--- src/rtl/cmdfw_check.sv ---
module cmdfw_check #(
  parameter int BUF_W = 4,
  parameter int OFF_W = 16,
  parameter int REL_N = 8,
  parameter int TBL_N = 16
) (
  input  logic                     clk,
  input  logic                     rst_n,
  input  logic                     job_start,
  input  logic [9:0]               job_class,
  input  logic                     cls_rng_en,
  input  logic [9:0]               cls_lo,
  input  logic [9:0]               cls_hi,
  input  logic                     tbl_we,
  input  logic [$clog2(TBL_N)-1:0] tbl_idx,
  input  logic                     tbl_valid,
  input  logic [9:0]               tbl_class,
  input  logic [11:0]              tbl_reg,
  input  logic                     rel_we,
  input  logic [BUF_W-1:0]         rel_buf,
  input  logic [OFF_W-1:0]         rel_off,
  input  logic [4:0]               rel_shift,
  input  logic                     in_valid,
  output logic                     in_ready,
  input  logic [31:0]              in_word,
  input  logic                     in_first,
  input  logic                     in_last,
  input  logic                     in_job_last,
  input  logic [BUF_W-1:0]         in_buf,
  output logic                     pass,
  output logic                     fail
);
  localparam int RAW = $clog2(REL_N);
  localparam int RCW = RAW + 1;
  localparam int IXW = OFF_W - 2;

  typedef enum logic [1:0] {S_HDR, S_MASK, S_INC, S_FIX} st_t;

  logic [TBL_N-1:0] tv_q;
  logic [9:0]       tc_q [TBL_N];
  logic [11:0]      tr_q [TBL_N];
  logic [BUF_W-1:0] rb_q [REL_N];
  logic [OFF_W-1:0] ro_q [REL_N];
  logic [4:0]       rs_q [REL_N];
  logic [RCW-1:0]   rcnt_q, rhead_q, rhead_d;

  st_t        st_q, st_d;
  logic [11:0] reg_q, reg_d, tgt;
  logic [15:0] cnt_q, cnt_d, msk_q, msk_d;
  logic [9:0]  jcls_q, cls_q, cls_d;
  logic [IXW-1:0] widx_q, idx;
  logic fail_q, done_q, fire, live, hdr, hit, pend, rel_ok, err, jend;
  logic [3:0] op, lsb;
  logic [RAW-1:0] hp;

  assign in_ready = ~job_start;
  assign fire     = in_valid & in_ready;
  assign live     = fire & ~fail_q & ~done_q;
  assign jend     = in_last & in_job_last;
  assign idx      = in_first ? '0 : widx_q;
  assign hdr      = in_first | (st_q == S_HDR);
  assign op       = in_word[31:28];
  assign hp       = rhead_q[RAW-1:0];
  assign pend     = rhead_q < rcnt_q;
  assign rel_ok   = pend && rb_q[hp] == in_buf && ro_q[hp] == {idx, 2'b00} && rs_q[hp] == 5'd0;
  assign pass     = done_q & ~fail_q;
  assign fail     = fail_q;

  always_comb begin
    lsb = '0;
    for (int i = 15; i >= 0; i--) if (msk_q[i]) lsb = 4'(i);
  end

  assign tgt = (st_q == S_MASK) ? reg_q + 12'(lsb) : reg_q;

  always_comb begin
    hit = 1'b0;
    for (int i = 0; i < TBL_N; i++)
      if (tv_q[i] && tc_q[i] == cls_q && tr_q[i] == tgt) hit = 1'b1;
  end

  always_comb begin
    st_d = st_q; reg_d = reg_q; cnt_d = cnt_q; msk_d = msk_q;
    cls_d = cls_q; rhead_d = rhead_q; err = 1'b0;
    if (hdr) begin
      st_d  = S_HDR;
      reg_d = in_word[27:16];
      cnt_d = in_word[15:0];
      msk_d = in_word[15:0];
      case (op)
        4'd0: begin
          cls_d = in_word[15:6];
          msk_d = {10'd0, in_word[5:0]};
          if (cls_rng_en ? (cls_d < cls_lo || cls_d > cls_hi) : (cls_d != jcls_q)) err = 1'b1;
          if (msk_d != 16'd0) st_d = S_MASK;
        end
        4'd1: if (cnt_d != 16'd0) st_d = S_INC;
        4'd2: if (cnt_d != 16'd0) st_d = S_FIX;
        4'd3: if (msk_d != 16'd0) st_d = S_MASK;
        4'd4, 4'd14: begin end
        default: err = 1'b1;
      endcase
    end else begin
      if (hit) begin
        if (rel_ok) rhead_d = rhead_q + 1'b1;
        else err = 1'b1;
      end
      case (st_q)
        S_MASK: begin
          msk_d = msk_q & ~(16'd1 << lsb);
          if (msk_d == 16'd0) st_d = S_HDR;
        end
        S_INC: begin
          reg_d = reg_q + 12'd1;
          cnt_d = cnt_q - 16'd1;
          if (cnt_q == 16'd1) st_d = S_HDR;
        end
        default: begin
          cnt_d = cnt_q - 16'd1;
          if (cnt_q == 16'd1) st_d = S_HDR;
        end
      endcase
    end
    if (in_last && st_d != S_HDR) err = 1'b1;
    if (jend && rhead_d != rcnt_q) err = 1'b1;
  end

  always_ff @(posedge clk or negedge rst_n) begin
    if (!rst_n) begin
      tv_q <= '0;
      for (int i = 0; i < TBL_N; i++) begin
        tc_q[i] <= '0;
        tr_q[i] <= '0;
      end
    end else if (tbl_we) begin
      tv_q[tbl_idx] <= tbl_valid;
      tc_q[tbl_idx] <= tbl_class;
      tr_q[tbl_idx] <= tbl_reg;
    end
  end

  always_ff @(posedge clk or negedge rst_n) begin
    if (!rst_n) begin
      for (int i = 0; i < REL_N; i++) begin
        rb_q[i] <= '0;
        ro_q[i] <= '0;
        rs_q[i] <= '0;
      end
    end else if (rel_we && !job_start && !done_q && rcnt_q < RCW'(REL_N)) begin
      rb_q[rcnt_q[RAW-1:0]] <= rel_buf;
      ro_q[rcnt_q[RAW-1:0]] <= rel_off;
      rs_q[rcnt_q[RAW-1:0]] <= rel_shift;
    end
  end

  always_ff @(posedge clk or negedge rst_n) begin
    if (!rst_n) begin
      st_q <= S_HDR; reg_q <= '0; cnt_q <= '0; msk_q <= '0;
      jcls_q <= '0; cls_q <= '0; widx_q <= '0;
      rcnt_q <= '0; rhead_q <= '0; fail_q <= 1'b0; done_q <= 1'b0;
    end else if (job_start) begin
      st_q <= S_HDR; jcls_q <= job_class; cls_q <= job_class; widx_q <= '0;
      rcnt_q <= '0; rhead_q <= '0; fail_q <= 1'b0; done_q <= 1'b0;
    end else begin
      if (rel_we && !done_q && rcnt_q < RCW'(REL_N)) rcnt_q <= rcnt_q + 1'b1;
      if (live) begin
        st_q <= st_d; reg_q <= reg_d; cnt_q <= cnt_d; msk_q <= msk_d;
        cls_q <= cls_d; rhead_q <= rhead_d; widx_q <= idx + 1'b1;
        if (err) fail_q <= 1'b1;
      end
      if (fire && jend) done_q <= 1'b1;
    end
  end

  AST_FAIL_HOLDS: assert property (@(posedge clk) disable iff (!rst_n) fail_q && !job_start |=> fail_q);
  AST_BAD_OPCODE: assert property (@(posedge clk) disable iff (!rst_n) live && hdr && op > 4'd4 && op != 4'd14 |=> fail_q);
  AST_REL_NO_REWIND: assert property (@(posedge clk) disable iff (!rst_n) !job_start |=> rhead_q >= $past(rhead_q));
  AST_HEAD_BOUNDED: assert property (@(posedge clk) disable iff (!rst_n) rhead_q <= rcnt_q);
  AST_PASS_ALL_USED: assert property (@(posedge clk) disable iff (!rst_n) pass |-> rhead_q == rcnt_q);
endmodule

--- config.mk ---
export PLATFORM = sky130hd
export DESIGN_NAME = cmdfw_check
export DESIGN_NICKNAME = d
export VERILOG_FILES = /design/src/rtl/cmdfw_check.sv
export SDC_FILE = /design/constraint.sdc
export NUM_CORES = 1
export LEC_CHECK = 0
export CAP_MARGIN = 20
export CORE_ASPECT_RATIO = 0.6
export CORE_MARGIN = 8
export CORE_UTILIZATION = 61
export CTS_BUF_LIST = sky130_fd_sc_hd__clkbuf_2 sky130_fd_sc_hd__clkbuf_4 sky130_fd_sc_hd__clkbuf_8
export DETAILED_ROUTE_END_ITERATION = 8
export DONT_BUFFER_PORTS = 1
export PLACE_DENSITY = 0.81
export SYNTH_ARGS = -nofsm -noshare
export SYNTH_HDL_FRONTEND = slang
export SYNTH_SLANG_ARGS = --single-unit
--- constraint.sdc ---
create_clock -name clk -period 5.65 [get_ports clk]
set_input_delay 0.565 -clock clk [delete_from_list [all_inputs] [get_ports clk]]
set_output_delay 0.565 -clock clk [all_outputs]
set_load 0.02 [all_outputs]
# Word level (Yosys, flattened, before mapping)
# Cells that the tools add are included.
# word_totals
out_inout_bits	3
ff_bits	658
elab_cells	320
inputBits	128
# op_classes
n_lt_le_gt_ge	11
n_bitwise	14
shifts	1
n_eq_ne	45
add_sub_neg	6
mux	105
n_reduce_logical	70
# ops
operator	count
192-bit bitwise mux	1
12-bit == test	16
160-bit bitwise mux	1
10-bit == test	16
128-bit bitwise mux	1
16-bit 2-to-1 mux	8
4-bit 2-to-1 mux	26
10-bit 2-to-1 mux	5
16-bit binary-select mux with 3-bit select	1
12-bit demux with 4-bit select	1
16-bit demux with 3-bit select	1
12-bit 2-to-1 mux	4
1-bit logical AND	46
14-bit 2-to-1 mux	3
40-bit bitwise mux	1
10-bit demux with 4-bit select	1
32-bit bitwise mux	1
1-bit 2-to-1 mux	31
2-bit nonzero test	9
16-bit bitwise AND	1
16-bit bitwise mux	1
16-bit by 1-bit == test with 1-bit output (second input constant)	1
16-bit == test	1
16-bit zero test	1
51 further kinds	74

# Longest topological paths before layout
# depth
depth_word	44
ltp_mapped	22
ltp_nobuf	21

# Worst setup path before layout
# OpenSTA, ideal clock, no wires.
# synth_timing
path_kind	reg-to-reg
startpoint	register msk_q[14]
endpoint	register rhead_q[3]
required_time_ps	5572
stages_incl_launch_ff	22
period_less_slack_ps	4848
arrival_ps	4770
setup_time_ps	78
path_slack_ps	802
cell_sequence	dfrtp_1 > nand2b_1 > a21oi_1 > o21bai_1 > a21oi_1 > o21a_1 > nor3_1 > o31ai_1 > ha_1 > fa_1 > a21o_1 > a211oi_4 > nor4_4 > xnor2_4 > xor2_1 > nand2_1 > or4_1 > nand4_1 > o41a_1 > nand3_2 > or3_1 > a21oi_1
# synth_via
elab_chain_len	39
# synth_lines
item	line	source
start, declared	49	logic [15:0] cnt_q, cnt_d, msk_q, msk_d;
start signal, assigned	167	st_q <= st_d; reg_q <= reg_d; cnt_q <= cnt_d; msk_q <= msk_d;
4-bit 2-to-1 mux * (15 in series)	71	for (int i = 15; i >= 0; i--) if (msk_q[i]) lsb = 4'(i);
12-bit by 4-bit adder with 12-bit output *	74	assign tgt = (st_q == S_MASK) ? reg_q + 12'(lsb) : reg_q;
12-bit 2-to-1 mux *	74	
12-bit == test	79	if (tv_q[i] && tc_q[i] == cls_q && tr_q[i] == tgt) hit = 1'b1;
1-bit logical AND	79	
1-bit 2-to-1 mux (15 in series)	79	
1-bit 2-to-1 mux *	79	
4-bit 2-to-1 mux *	104	if (hit) begin
4-bit 2-to-1 mux *	85	if (hdr) begin
4-bit 2-to-1 mux *	166	if (live) begin
4-bit 2-to-1 mux *	161	end else if (job_start) begin
end signal, assigned	168	cls_q <= cls_d; rhead_q <= rhead_d; widx_q <= idx + 1'b1;
end, declared	45	logic [RCW-1:0] rcnt_q, rhead_q, rhead_d;
# Every way passes the cells marked *; elsewhere a longest branch is shown, timed or not. The select of a mux whose other input is x is not followed.
# A chain may end at the register's enable or synchronous reset.

# Worst setup path in the final report
# layout_timing
startpoint	register msk_q[14]
endpoint	register fail_q, in the netlist fail
# layout_via
elab_chain_len	42
# layout_lines
item	line	source
4-bit 2-to-1 mux (15 in series)	71	
12-bit by 4-bit adder with 12-bit output	74	
12-bit 2-to-1 mux	74	
12-bit == test	79	
1-bit logical AND	79	
1-bit 2-to-1 mux (16 in series)	79	
4-bit 2-to-1 mux	104	
4-bit 2-to-1 mux	85	
4-bit != test	125	if (jend && rhead_d != rcnt_q) err = 1'b1;
1-bit logical AND	125	
1-bit 2-to-1 mux *	125	
2-bit nonzero test (no source line) *	n/a	
2-bit AND reduction (no source line) *	n/a	
end signal, assigned	160	rcnt_q <= '0; rhead_q <= '0; fail_q <= 1'b0; done_q <= 1'b0;
end signal, assigned	163	rcnt_q <= '0; rhead_q <= '0; fail_q <= 1'b0; done_q <= 1'b0;
end signal, assigned	169	if (err) fail_q <= 1'b1;
end, declared	52	logic fail_q, done_q, fire, live, hdr, hit, pend, rel_ok, err, jend;
# Every way passes the cells marked *; elsewhere a longest branch is shown, timed or not.

==> flow_summary_export.csv <==
group,metric,value,unit
sta,maxSlewViolCount,0,
setup_path,crit_type,"reg2reg",
synth,synth.distinct_cells,90,
layout,drive_gt1_share,30.2,%
clock_tree,cts_tree,"built",
pwr,powerDensity,392,nW/um^2
clock_tree,ctsRootBufferMaster,"clkbuf_8",
setup_path,start_kind,"flop",
route,route.met2.wl,49100,um
synth,yosys_warnings,0,
sta,setup_total_negative_slack,0,ns
placed_design,placed_area,37200,um^2
layout,area_delta_synth_final,12.8,%
route,antenna_left,0,
clock_tree,cts.sinks,658,
synth,syn-cell-area,35900,um^2
sta,min_period_over_period,96.1,%
layout,fin_cells,4134,
global_route,overflow,0,
die,ios,131,
synth,synthCells,3164,
global_route,grt_pass1_wl,180000,um
placed_design,dp_slack,-0.417,ns
route,via_per_inst,6.75,
placed_design,gp_congestion,1.00,
synth,synth_nets,3324,
sta,tightest_slew,1.40,ns
setup_path,end_kind,"flop",
sta,fin_ws,0.218,ns
synth,ys_seq_area_share,45.9,%
placed_design,dpl.hpwl,81700,um
global_route,grt_use_total,35.5,%
sta,setup_viol,0,
sta,slew_headroom,6.48,%
min_path,hold_class,"in2async",
sta,skew,0.0276,ns
layout,layout_commonest_cell,"dfrtp_1",
sta,fmax,184,MHz
die,coreArea,57800,um^2
die,die_w,329,um
route,via_count,27900,
sta,whs,-0.0531,ns
setup_path,arrival,6.04,ns
flow_run,maxCapViolCount,0,
layout,final_cell_mix,"654 x dfrtp_1, 573 x mux2_2, 247 x xnor2_1",
status,violations,"negative hold slack",
global_route,grt_max_degree,659,
die,initial_core_util,62.1,%
sta,hold_viol_final,21,
clock_tree,clk_latency,0.74,ns
global_route,antenna_found_initial,13,
die,rows,68,
clock_tree,cts_inserted_buffers,97,
synth,syn_area_per_cell,11.3,um^2
route,routedWlPerCell,29.2,um
route,top_layer,"met5",
clock_tree,clkTransAtPathRegs,0.06,ns
die,dieArea,67000,um^2
route,wl_met1,52500,um
route,dr.pass1.iters,6,
global_route,grt_pass1_vias,27600,
placed_design,io_buffers,0,
pwr,peakVddDrop,0.262,mV
synth,async_reset_ff_share,100,%
clock_tree,clock_path_buffers,3,
sta,rsz0062_at_grt,"no",
clock_tree,htreeDepth,3,
layout,finish.instance_area,40400,um^2
status,outcome,"finished with violations",
placed_design,placed_cells,3861,
synth,synth_seq_cells,658,
setup_path,required,6.26,ns
route,met3_length,15900,um
setup_path,cp_max_fo,5,
route,wl,121000,um
pwr,p_leak,17.0,nW
route,drc_errors,0,
synth,synth_edf_count,0,
layout,nets,3444,
synth,synthFlopType,"dfrtp_1",
layout,fillers,4001,
route,first_iter_violations,3514,
die,die_y,204,um
sta,fin_crit,5.43,ns
## state kept, by name, summed over array words and instances, names as in the netlist, 16 cells and up
signal  flops
tr_q      192
tc_q      160
ro_q      128
rs_q       40
rb_q       32
cnt_q      16
msk_q      16
tv_q       16
## routing by layer
layer | vias to the layer above | global-route usage, %
met5 | - | 0
met4 | 2 | 10.4
met3 | 227 | 12.0
met2 | 1675 | 47.9
met1 | 14300 | 53.7
li1 | 11700 | -
## repair_timing
action                     4_1_cts  5_1_grt
buffers inserted                 0        9
hold buffers                    78        1
setup endpoints to repair        5        5
gates cloned                     0        1
hold endpoints to repair      1272       16
pin swaps                        0       17
resized for setup                8       26
## per-stage QoR
step	hold WS [ns]	utilization, %	total power, mW
finish	-0.0531	70.0	15.8
global route	0.0174	70.0	16.5
detailed placement	0.288	64.4	11.3
CTS	-0.516	69.3	15.5
floorplan	0.269	-	9.67
global placement	0.291	64.4	11.1
## final cells by class
class / instances / area (um^2) / area share [%]
sequential: 658 / 16500 / 40.7
antenna: 12 / 30.0 / 0.0743
tap: 770 / 963 / 2.38
clock inverter: 20 / 209 / 0.517
clock buffer: 147 / 1800 / 4.46
multi-input combinational: 2234 / 18600 / 46.0
timing repair buffer: 237 / 2160 / 5.35
inverter: 56 / 210 / 0.520
## Yosys cell counts (all sizes together), types with 13 or more instances
library cell  count  area (um^2)
and3             21          131
inv              54          203
buf              44          199
dfrtp           658        16500
mux2            573         6450
nand2b           30          188
mux4             36          811
nor2            160          608
o211ai           16          120
clkbuf          172          646
xor2            156         1370
nand3            66          335
a31oi            16          106
a211oi           21          170
nand4            69          432
a22o             17          149
or3              13         81.3
mux2i            37          395
nor3             52          287
xnor2           249         2220
o22ai            19          119
nor2b            19          119
nand2           127          477
nor4             56          402
o21ai           142          714
ha               31          388
a21oi           105          526
a22oi            25          188
## report_power, final
part / switching, mW / internal (mW)
logic: 2.85 / 2.34
clock network: 1.94 / 2.14
registers: 0.899 / 5.68
total: 5.68 / 10.2
## final timing paths
| check | depth (start not counted) | from | slack [ns] | endpoint |
|---|---|---|---|---|
| max in group asynchronous | 3 | rst_n | 3.24 | tc_q[44]$_DFFE_PN0P_ |
| setup reg to reg | 25 | msk_q[14]$_DFFE_PN0P_ | 0.22 | fail$_DFFE_PN0P_ |
| min in group clk | 2 | in_word[27] | 0.04 | reg_q[11]$_DFFE_PN0P_ |
| hold reg to reg | 1 | ro_q[106]$_DFFE_PN0P_ | 0.50 | ro_q[106]$_DFFE_PN0P_ |
| setup / recovery | 25 | msk_q[14]$_DFFE_PN0P_ | 0.22 | fail$_DFFE_PN0P_ |
| hold / removal | 1 | rst_n | -0.05 | ro_q[88]$_DFFE_PN0P_ |
## cells by family (layout without fill, tap and decap cells)
logic type,Yosys count,in the layout,share of synthesized area [%]
buffers and inverters,272,460,2.94
AO/OA/AOI/OAI,476,476,8.63
adder cells (fa/ha/maj),34,34,1.20
other,0,12,0
AND/OR/NAND/NOR,671,671,9.82
flip-flops,658,658,45.9
multiplexers,646,646,21.4
XOR/XNOR,407,407,10.1
## critical path, stage by stage (launching register included)
cell       delay (ns)
dfrtp_1          0.37
nand2b_1         0.16
a21oi_2          0.14
o21bai_2         0.09
a21oi_2          0.18
o21a_1           0.19
nor3_1           0.08
o31ai_2          0.38
ha_2             0.28
fa_2             0.47
buf_12           0.16
mux2i_4          0.23
clkbuf_16        0.20
xnor2_1          0.06
nor4_1           0.17
buf_4            0.18
nand4_1          0.10
a2111oi_0        0.52
buf_4            0.22
nand4_1          0.10
nand4_1          0.15
o41a_1           0.27
buf_4            0.15
and2_1           0.13
mux2i_1          0.23
o2bb2ai_1        0.10
Note: power is estimated with default switching activity, not from simulation.
